**config.mk**
```make
export PLATFORM = sky130hd
export DESIGN_NAME = rspi_engine
export DESIGN_NICKNAME = d
export VERILOG_FILES = /design/src/rtl/rspi_pkg.sv /design/src/rtl/rspi_cmd_build.sv /design/src/rtl/rspi_shifter.sv /design/src/rtl/rspi_seq.sv /design/src/rtl/rspi_engine.sv
export SDC_FILE = /design/constraint.sdc
export NUM_CORES = 1
export LEC_CHECK = 0
export BUFFER_PORTS_ARGS = -buffer_cell sky130_fd_sc_hd__clkbuf_2
export CORE_ASPECT_RATIO = 0.7
export CORE_MARGIN = 4
export CORE_UTILIZATION = 52
export DETAILED_ROUTE_END_ITERATION = 10
export PLACE_DENSITY = 0.74
export SKIP_LAST_GASP = 1
export SLEW_MARGIN = 20
export SYNTH_ARGS = -nofsm -noshare
export SYNTH_HDL_FRONTEND = slang
export SYNTH_SLANG_ARGS = --single-unit
export TNS_END_PERCENT = 50
```
**constraint.sdc**
```tcl
create_clock -name clk -period 1.7 [get_ports clk]
set_input_delay 0.085 -clock clk [delete_from_list [all_inputs] [get_ports clk]]
set_output_delay 0.085 -clock clk [all_outputs]
set_load 0.05 [all_outputs]
```
**src/rtl/rspi_pkg.sv**
```systemverilog
package rspi_pkg;

    localparam int BYTE_W    = 8;
    localparam int SHORT_AW  = 6;
    localparam int LONG_AW   = 10;
    localparam int MAX_BYTES = 3;
    localparam int CNT_W     = $clog2(MAX_BYTES + 1);

    typedef logic [BYTE_W-1:0] octet_t;

    localparam octet_t FILL_BYTE = 8'hFF;

    // one access as handed over by the requester
    typedef struct packed {
        logic                  is_write;
        logic                  is_long;
        logic [LONG_AW-1:0]    addr;
        octet_t                wdata;
    } acc_req_t;

    // bytes of one chip-select frame, slot 0 goes out first
    typedef struct packed {
        octet_t [MAX_BYTES-1:0] bytes;
        logic   [CNT_W-1:0]     count;
    } frame_t;

    typedef enum logic [2:0] {
        PH_IDLE,
        PH_LEAD,
        PH_SHIFT,
        PH_SETTLE,
        PH_TAIL
    } phase_e;

    function automatic octet_t short_head(input logic [SHORT_AW-1:0] a, input logic wr);
        return {1'b0, a, wr};
    endfunction

    function automatic octet_t long_head_hi(input logic [LONG_AW-1:0] a);
        return {1'b1, a[LONG_AW-1:3]};
    endfunction

    function automatic octet_t long_head_lo(input logic [LONG_AW-1:0] a, input logic wr);
        return {a[2:0], wr, 4'b0000};
    endfunction

    function automatic int unsigned at_least_one(input int unsigned v);
        return (v == 0) ? 1 : v;
    endfunction

endpackage

```
**src/rtl/rspi_cmd_build.sv**
```systemverilog
module rspi_cmd_build
    import rspi_pkg::*;
(
    input  acc_req_t req,
    output frame_t   frame
);

    octet_t payload;

    assign payload = req.is_write ? req.wdata : FILL_BYTE;

    always_comb begin
        frame = '0;
        if (req.is_long) begin
            frame.bytes[0] = long_head_hi(req.addr);
            frame.bytes[1] = long_head_lo(req.addr, req.is_write);
            frame.bytes[2] = payload;
            frame.count    = CNT_W'(3);
        end else begin
            frame.bytes[0] = short_head(req.addr[SHORT_AW-1:0], req.is_write);
            frame.bytes[1] = payload;
            frame.count    = CNT_W'(2);
        end
    end

endmodule

```
**src/rtl/rspi_shifter.sv**
```systemverilog
module rspi_shifter
    import rspi_pkg::*;
#(
    parameter int unsigned HALF_CYC = 50
) (
    input  logic   clk,
    input  logic   rst,
    input  logic   start,
    input  octet_t tx_byte,
    input  logic   miso,
    output logic   sck,
    output logic   mosi,
    output logic   byte_done,
    output octet_t rx_byte
);

    localparam int PW = $clog2(HALF_CYC + 1);
    localparam logic [PW-1:0] PH_LAST = PW'(HALF_CYC - 1);

    logic          active;
    logic [PW-1:0] ph;
    logic [2:0]    bitn;
    octet_t        shreg;

    always_ff @(posedge clk) begin
        if (rst) begin
            active    <= 1'b0;
            ph        <= '0;
            bitn      <= '0;
            shreg     <= '0;
            sck       <= 1'b0;
            mosi      <= 1'b0;
            byte_done <= 1'b0;
            rx_byte   <= '0;
        end else begin
            byte_done <= 1'b0;
            if (start) begin
                active <= 1'b1;
                ph     <= '0;
                bitn   <= '0;
                shreg  <= tx_byte;
                mosi   <= tx_byte[BYTE_W-1];
                sck    <= 1'b0;
            end else if (active) begin
                if (ph == PH_LAST) begin
                    ph <= '0;
                    if (!sck) begin
                        sck     <= 1'b1;
                        rx_byte <= {rx_byte[BYTE_W-2:0], miso};
                    end else begin
                        sck <= 1'b0;
                        if (bitn == 3'd7) begin
                            active    <= 1'b0;
                            byte_done <= 1'b1;
                        end else begin
                            bitn  <= bitn + 3'd1;
                            shreg <= {shreg[BYTE_W-2:0], 1'b0};
                            mosi  <= shreg[BYTE_W-2];
                        end
                    end
                end else begin
                    ph <= ph + PW'(1);
                end
            end
        end
    end

endmodule

```
**src/rtl/rspi_seq.sv**
```systemverilog
module rspi_seq
    import rspi_pkg::*;
#(
    parameter int unsigned GAP_CYC = 50
) (
    input  logic     clk,
    input  logic     rst,
    input  logic     req_valid,
    input  acc_req_t req_in,
    input  frame_t   frame,
    input  logic     sh_done,
    input  octet_t   sh_rx,
    output acc_req_t held,
    output logic     busy,
    output logic     done,
    output octet_t   rd_data,
    output logic     csn,
    output logic     sh_start,
    output octet_t   sh_tx
);

    localparam int GW = $clog2(GAP_CYC + 1);
    localparam logic [GW-1:0] GAP_LAST = GW'(GAP_CYC - 1);

    phase_e             ph;
    logic [GW-1:0]      gcnt;
    logic [CNT_W-1:0]   idx;
    octet_t             last_rx;
    logic               gap_end;
    logic               last_slot;

    assign busy      = (ph != PH_IDLE);
    assign gap_end   = (gcnt == GAP_LAST);
    assign last_slot = (idx == frame.count - CNT_W'(1));
    assign sh_tx     = frame.bytes[idx];

    always_ff @(posedge clk) begin
        if (rst) begin
            ph       <= PH_IDLE;
            gcnt     <= '0;
            idx      <= '0;
            held     <= '0;
            last_rx  <= '0;
            rd_data  <= '0;
            csn      <= 1'b1;
            done     <= 1'b0;
            sh_start <= 1'b0;
        end else begin
            done     <= 1'b0;
            sh_start <= 1'b0;
            unique case (ph)
                PH_IDLE: begin
                    if (req_valid) begin
                        held <= req_in;
                        idx  <= '0;
                        gcnt <= '0;
                        csn  <= 1'b0;
                        ph   <= PH_LEAD;
                    end
                end
                PH_LEAD: begin
                    if (gap_end) begin
                        gcnt     <= '0;
                        sh_start <= 1'b1;
                        ph       <= PH_SHIFT;
                    end else begin
                        gcnt <= gcnt + GW'(1);
                    end
                end
                PH_SHIFT: begin
                    if (sh_done) begin
                        last_rx <= sh_rx;
                        gcnt    <= '0;
                        ph      <= PH_SETTLE;
                    end
                end
                PH_SETTLE: begin
                    if (gap_end) begin
                        gcnt <= '0;
                        if (last_slot) begin
                            csn <= 1'b1;
                            ph  <= PH_TAIL;
                        end else begin
                            idx      <= idx + CNT_W'(1);
                            sh_start <= 1'b1;
                            ph       <= PH_SHIFT;
                        end
                    end else begin
                        gcnt <= gcnt + GW'(1);
                    end
                end
                PH_TAIL: begin
                    if (gap_end) begin
                        gcnt <= '0;
                        done <= 1'b1;
                        if (!held.is_write) begin
                            rd_data <= last_rx;
                        end
                        ph <= PH_IDLE;
                    end else begin
                        gcnt <= gcnt + GW'(1);
                    end
                end
                default: ph <= PH_IDLE;
            endcase
        end
    end

endmodule

```
**src/rtl/rspi_engine.sv**
```systemverilog
module rspi_engine
    import rspi_pkg::*;
#(
    parameter int unsigned CLK_HZ = 50_000_000,
    parameter int unsigned SCK_HZ = 500_000,
    parameter int unsigned GAP_NS = 1000
) (
    input  logic       clk,
    input  logic       rst,
    input  logic       req_valid,
    input  logic       req_write,
    input  logic       req_long,
    input  logic [9:0] req_addr,
    input  logic [7:0] req_wdata,
    output logic       busy,
    output logic       done,
    output logic [7:0] rd_data,
    output logic       spi_sck,
    output logic       spi_mosi,
    input  logic       spi_miso,
    output logic       spi_csn
);

    localparam int unsigned HALF_CYC = at_least_one(CLK_HZ / (2 * SCK_HZ));
    localparam int unsigned GAP_CYC  = at_least_one((CLK_HZ / 1000) * GAP_NS / 1_000_000);

    acc_req_t req_in;
    acc_req_t held;
    frame_t   frame;
    logic     sh_start;
    logic     sh_done;
    octet_t   sh_tx;
    octet_t   sh_rx;

    assign req_in = '{is_write: req_write, is_long: req_long, addr: req_addr, wdata: req_wdata};

    rspi_cmd_build u_build (
        .req   (held),
        .frame (frame)
    );

    rspi_seq #(.GAP_CYC(GAP_CYC)) u_seq (
        .clk       (clk),
        .rst       (rst),
        .req_valid (req_valid),
        .req_in    (req_in),
        .frame     (frame),
        .sh_done   (sh_done),
        .sh_rx     (sh_rx),
        .held      (held),
        .busy      (busy),
        .done      (done),
        .rd_data   (rd_data),
        .csn       (spi_csn),
        .sh_start  (sh_start),
        .sh_tx     (sh_tx)
    );

    rspi_shifter #(.HALF_CYC(HALF_CYC)) u_shift (
        .clk       (clk),
        .rst       (rst),
        .start     (sh_start),
        .tx_byte   (sh_tx),
        .miso      (spi_miso),
        .sck       (spi_sck),
        .mosi      (spi_mosi),
        .byte_done (sh_done),
        .rx_byte   (sh_rx)
    );

endmodule

```
==> qor.yml, run 1 <==
run_status:
  status: "complete, no violations"
logic_synthesis:
  synthAdderAreaFrac: 0.02144
  synth.avg_cell_area_sq_um: 8.844
  ys_ff_latch: 78
  synthMuxAreaShare: 0.09253
  ys_types: 57
  synth-edff-count: 0
  ys_warn_count: 0
  synthSimpleGateAreaFrac: 0.2351
  synth_area_sq_um: 3502
  synthXorXnorAreaFrac: 0.01501
  synth_compound_area_frac: 0.1486
  synth_top_family_by_area: "simple AND/OR/NAND/NOR gates"
  yosysSeqAreaShare: 0.4459
  synthesis.nets: 426
  synth_ff_type: "dfxtp_1"
  async_flop_share: 0
  syn-instance-count: 396
floorplan:
  start_util: 0.5501
  die_area_sq_um: 8132
  core_sq_um: 6366
  die_h_um: 76.66
  rows: 24
  die_w_um: 106.1
  ioPinCount: 37
critical_path:
  cp_max_fo: 11
  path_class: "reg -> reg"
  crit_start: "u_seq.sh_start"
  timing.rr.end: "u_shift.byte_done"
  cp.arrival_ns: 1.91
  r2r_cells: 3
  worstSetupStartpointType: "register"
  r2r_start: "u_seq.sh_start"
  crit_required_ns: 1.93
  endpoint: "u_shift.byte_done"
  cp-end-kind: "register"
  rrSetupSlack_ns: 0.02
placed_design:
  io_buffers: 36
  dp_hpwl_mm: 5.624
  place.gp.congestion: 0.8290
  dpl_cell_area_sq_um: 3963
timing:
  slew_headroom: 0.6572
  period_share: 0.9860
  tns_ns: 0
  skew_ns: 0.01240
  tightestPinTransition_ns: 0.5134
  timing.final.hold_violations: 0
  slew_viol_final: 0
  max_clock_freq_mhz: 596.6
  rsz0062_at_grt: "true"
  timing.final.crit_period_ns: 1.676
  final-setup-viol-count: 0
detailed_routing:
  drt-total-wl_mm: 8.275
  detail_route.wl_per_cell_um: 14.78
  drt_first_pass_iters: 4
  drt_iter0_drc: 188
  via_count: 3042
  drc_errors: 0
  drt-vias-per-instance: 5.432
  drtAntennaViolNets: 0
cells_and_area:
  area_growth_pct: 25.90
  diodes: 0
  final_common_cell: "dfxtp_1"
  layout_common_cells: "72 x dfxtp_1, 49 x nand2_1, 45 x a21oi_1, 40 x nor2_1, 36 x clkbuf_2"
  final_layout_size_suffix_gt1_frac: 0.2239
  nets: 494
  finalInstanceArea_sq_um: 4409
power:
  ir_drop_v: 0.0005488
  p_per_area_nw_per_um2: 787.4
  power_uw: 3472
  leakagePower_uw: 0.001858
hold_path:
  hold_path_startpoint: "req_valid"
  worst_hold_path_type: "in -> reg"
global_routing:
  grt-ovfl-total: 0
  grt_pass1_wl_mm: 13.81
  grt_max_degree: 60
  grt_pass1_vias: 2932
  antenna_found_initial: 0
  track_usage: 0.2098
clock_tree:
  root_buffer: "clkbuf_8"
  clk_latency_ns: 0.36
  path_clk_slew_ns: 0.09
  cts_sinks: 78
  cts_tree: "yes"
  numCtsBuffers: 9
  cts_buffer_depth: 2
  h-tree-depth: 3
flow_run:
  cap_violations: 0
[synth_stat cells (3+ instances only)]
master	instances	share of area
nand2b_1	7	0.013
inv_1	9	0.0096
or3_1	7	0.013
a21oi_1	46	0.066
nor2b_1	4	0.0071
o211ai_1	4	0.0086
nor2_1	40	0.043
dfxtp_1	78	0.45
or4_1	3	0.0064
nor3_1	5	0.0071
o21ai_0	10	0.014
xor2_1	5	0.013
nor3b_1	4	0.0086
nand2_1	49	0.053
nand3b_1	6	0.013
buf_2	8	0.011
mux2_2	3	0.0096
ha_1	6	0.021
o31ai_1	5	0.011
nand3_1	7	0.010
mux2i_1	29	0.083
nand4b_1	3	0.0075
a211oi_1	3	0.0064
clkbuf_1	17	0.018
[cell type report]
cell class | instances | area [sq um]
fill | 521 | 1957
multi-input combinational | 283 | 1852
sequential | 78 | 1569
timing repair buffer | 83 | 655.6
clock buffer | 9 | 123.9
tap | 91 | 113.9
clock inverter | 7 | 61.31
inverter | 9 | 33.78
[layer usage]
metal  global-route usage  part of all wire  vias up
li1                     -                 -     1536
met5                    0                 0        -
met2               0.3117              0.46       90
met1               0.2905              0.47     1405
met4              0.05433            0.0098        0
met3              0.07383             0.061       11
[worst max-delay path, cell delays in order (launching register included)]
cell and delay, ns:
dfxtp_1 0.48, inv_1 0.38, nand2_1 0.25, nor3_1 0.44
[logic make-up after synthesis]
kind of cell | count (synthesis)
buf+inv | 35
fa+ha+maj | 6
mux | 32
compound gates | 85
flops | 78
xor+xnor | 6
simple gates | 154
[sequential cells by signal, summed over array words and instances (netlist names)]
signal,flops
u_seq.held,20
u_shift.byte_done,1
u_shift.shreg,7
u_shift.sck,1
u_seq.sh_start,1
u_shift.active,1
u_shift.mosi,1
u_shift.bitn,3
u_shift.ph,6
u_seq.ph,3
u_seq.csn,1
u_seq.rd_data,8
u_seq.gcnt,6
u_seq.last_rx,8
u_seq.idx,2
u_seq.done,1
u_shift.rx_byte,8
[power by group]
group | total [uW] | switching, uW | internal (uW)
Clock | 1310 | 757 | 557
Combinational | 271 | 146 | 125
Sequential | 1890 | 26.1 | 1860
[worst min path at each step]
stage | end | slack [ns] | cells past startpoint
floorplan | u_seq.held[0] | 0.22 | 2
global placement | u_seq.held[12] | 0.31 | 3
detailed placement | u_seq.held[19] | 0.31 | 3
CTS | u_seq.ph[0] | 0.07 | 3
global route | u_seq.ph[0] | 0.08 | 3
finish | u_seq.ph[0] | 0.06 | 3
[through the flow]
stage	utilization	setup slack [ns]	instances	hold slack, ns
floorplan	-	-0.01747	396	0.2210
global placement	0.6224	0.05717	521	0.3082
detailed placement	0.6224	0.03602	521	0.3131
CTS	0.6846	0.02244	558	0.07234
global route	0.6926	-0.02636	560	0.07849
finish	0.6926	0.02384	560	0.06422
[what timing repair did]
| item | in CTS | in global routing |
|---|---|---|
| resized for setup | 0 | 10 |
| hold buffers | 21 | 0 |
| endpoints found under the hold margin | 21 | 0 |
| setup endpoints to repair | 0 | 12 |
| buffers inserted | 0 | 2 |
Note: power is estimated with default switching activity, not from simulation.
==> inputs of run 2 (changes only) <==
--- a/config.mk
+++ b/config.mk
@@ -7,7 +7,7 @@
 export LEC_CHECK = 0
 export BUFFER_PORTS_ARGS = -buffer_cell sky130_fd_sc_hd__clkbuf_2
 export CORE_ASPECT_RATIO = 0.7
-export CORE_MARGIN = 4
+export CORE_MARGIN = 5
 export CORE_UTILIZATION = 52
 export DETAILED_ROUTE_END_ITERATION = 10
 export PLACE_DENSITY = 0.74
==> run 2 against run 1 <==
Sequential share of layout area fell by 0.16 points; wire length fell by 3.0%; first-iteration DRC count rose by 11%; design area rose by 0.20%; clock power rose by 21%; critical path depth rose by 3; register-to-register slack barely moved; power rose by 7.7%; critical endpoint is now u_seq.idx[1].
==> qor.yml, run 2 (same netlist as run 1, synthesis figures left out) <==
floorplan:
  die_area_sq_um: 8502
  die_w_um: 108.1
  ioPinCount: 37
  rows: 25
  start_util: 0.5256
  core_sq_um: 6663
  die_h_um: 78.66
cells_and_area:
  diodes: 0
  largest_reg_flops: 20
  final_common_cell: "dfxtp_1"
  regMostFlops: "u_seq.held"
  final_layout_size_suffix_gt1_frac: 0.2182
  layout_common_cells: "75 x dfxtp_1, 49 x nand2_1, 46 x a21oi_1, 40 x nor2_1, 36 x clkbuf_2"
  nets: 497
  area_growth_pct: 26.15
  fin_util: 0.6631
  finalInstanceArea_sq_um: 4418
clock_tree:
  h-tree-depth: 3
  cts_buffer_depth: 2
  cts_sinks: 78
  clk_latency_ns: 0.36
  path_clk_slew_ns: 0.09
  numCtsBuffers: 9
  cts_tree: "yes"
  root_buffer: "clkbuf_8"
critical_path:
  cp-end-kind: "register"
  path_class: "reg -> reg"
  worstSetupStartpointType: "register"
  cp.arrival_ns: 1.98
  slowest_stage: "or4b_1"
  crit_required_ns: 1.99
  worstPathCellList: "inv_1 -> ha_1 -> and4bb_4 -> nand4_4 -> or4b_1 -> a21oi_1"
  cp_max_fo: 5
  crit_path_max_incr_delay_ns: 0.48
placed_design:
  place.gp.congestion: 0.8403
  dpl_cell_area_sq_um: 3951
  dp_hpwl_mm: 5.525
  io_buffers: 36
global_routing:
  grt_pass1_vias: 2928
  antenna_found_initial: 0
  grt_max_degree: 39
  grt-ovfl-total: 0
  track_usage: 0.2032
  grt_pass1_wl_mm: 13.63
detailed_routing:
  via_count: 3048
  drtAntennaViolNets: 0
  drt-vias-per-instance: 5.385
  drc_errors: 0
  drt_iter0_drc: 209
  drt-total-wl_mm: 8.025
  drt_first_pass_iters: 5
  detail_route.wl_per_cell_um: 14.18
flow_run:
  cap_violations: 0
timing:
  tns_ns: 0
  slew_viol_final: 0
  tightestPinTransition_ns: 0.3791
  rsz0062_at_grt: "true"
  slew_headroom: 0.7446
  skew_ns: 0.008124
  timing.final.hold_violations: 0
  final-setup-viol-count: 0
  period_share: 0.9936
  timing.final.crit_period_ns: 1.689
  max_clock_freq_mhz: 592.0
power:
  p_per_area_nw_per_um2: 846.6
  leakagePower_uw: 0.001862
  ir_drop_v: 0.0004543
  power_uw: 3740
hold_path:
  worst_hold_path_type: "in -> reg"
run_status:
  status: "complete, no violations"
run 2: cell count changes in the layout (fill, tap and decap cells not counted), moves of 2 or more:
cell        previous run  this run
clkinvlp_4             2         0
dfxtp_2                6         3
buf_4                 20        28
buf_12                 5         1
dfxtp_1               72        75
bufinv_16              0         2
run 2: what timing repair did:
item / CTS / global route
endpoints found under the setup margin: 1 / 15
pin swaps: 0 / 0
hold buffers: 21 / 0
resized for setup: 0 / 2
buffers inserted: 2 / 0
endpoints found under the hold margin: 21 / 0
run 2: final cells by class:
class / instances / area (sq um)
fillers: 572 / 2245
clock buffers: 9 / 123.9
inverters: 9 / 33.78
repair buffers: 86 / 620.6
clock inverters: 7 / 103.9
flip-flops and latches: 78 / 1565
well taps: 94 / 117.6
multi-input cells: 283 / 1853
run 2: where the power goes:
group	leakage, uW	internal (uW)	total (uW)	switching, uW
clock	0.000115	847	1590	742
sequential	0.000633	1860	1890	28.4
combinational	0.00111	120	263	143
total	0.00186	2830	3740	914
run 2: through the flow:
stage | hold slack, ns | instances | setup WS [ns]
finish | 0.09124 | 566 | 0.01090
CTS | 0.09014 | 566 | 0.02225
floorplan | 0.2210 | 396 | -0.01747
global placement | 0.3097 | 527 | 0.03206
detailed placement | 0.3142 | 527 | 0.009320
global route | 0.1251 | 566 | -0.07605
run 2: layer usage:
| layer | track usage | up-vias | part of all wire |
|---|---|---|---|
| met1 | 0.2800 | 1416 | 0.50 |
| met4 | 0.05927 | 0 | 0.016 |
| met2 | 0.3040 | 78 | 0.43 |
| met3 | 0.06574 | 14 | 0.058 |
| met5 | 0 | - | 0 |
| li1 | - | 1540 | - |
run 2: critical path, delay by kind of cell, from the launching register on:
family / cells / cell delay, ns
AOI/OAI and AO/OA: 1 / 0.16
adders and majority gates: 1 / 0.13
buffers and inverters: 1 / 0.07
DFF: 1 / 0.35
and+or+nand+nor: 3 / 0.92
run 2: path summary, 6_finish.rpt:
| kind | startpoint | to | slack (ns) | cells past startpoint |
|---|---|---|---|---|
| hold reg to reg | u_seq.held[7] | u_seq.held[7] | 0.46 | 2 |
| setup / recovery | u_seq.gcnt[1] | u_seq.idx[1] | 0.01 | 6 |
| hold / removal | req_valid | u_seq.ph[0] | 0.09 | 3 |
| setup reg to reg | u_seq.gcnt[1] | u_seq.idx[1] | 0.01 | 6 |
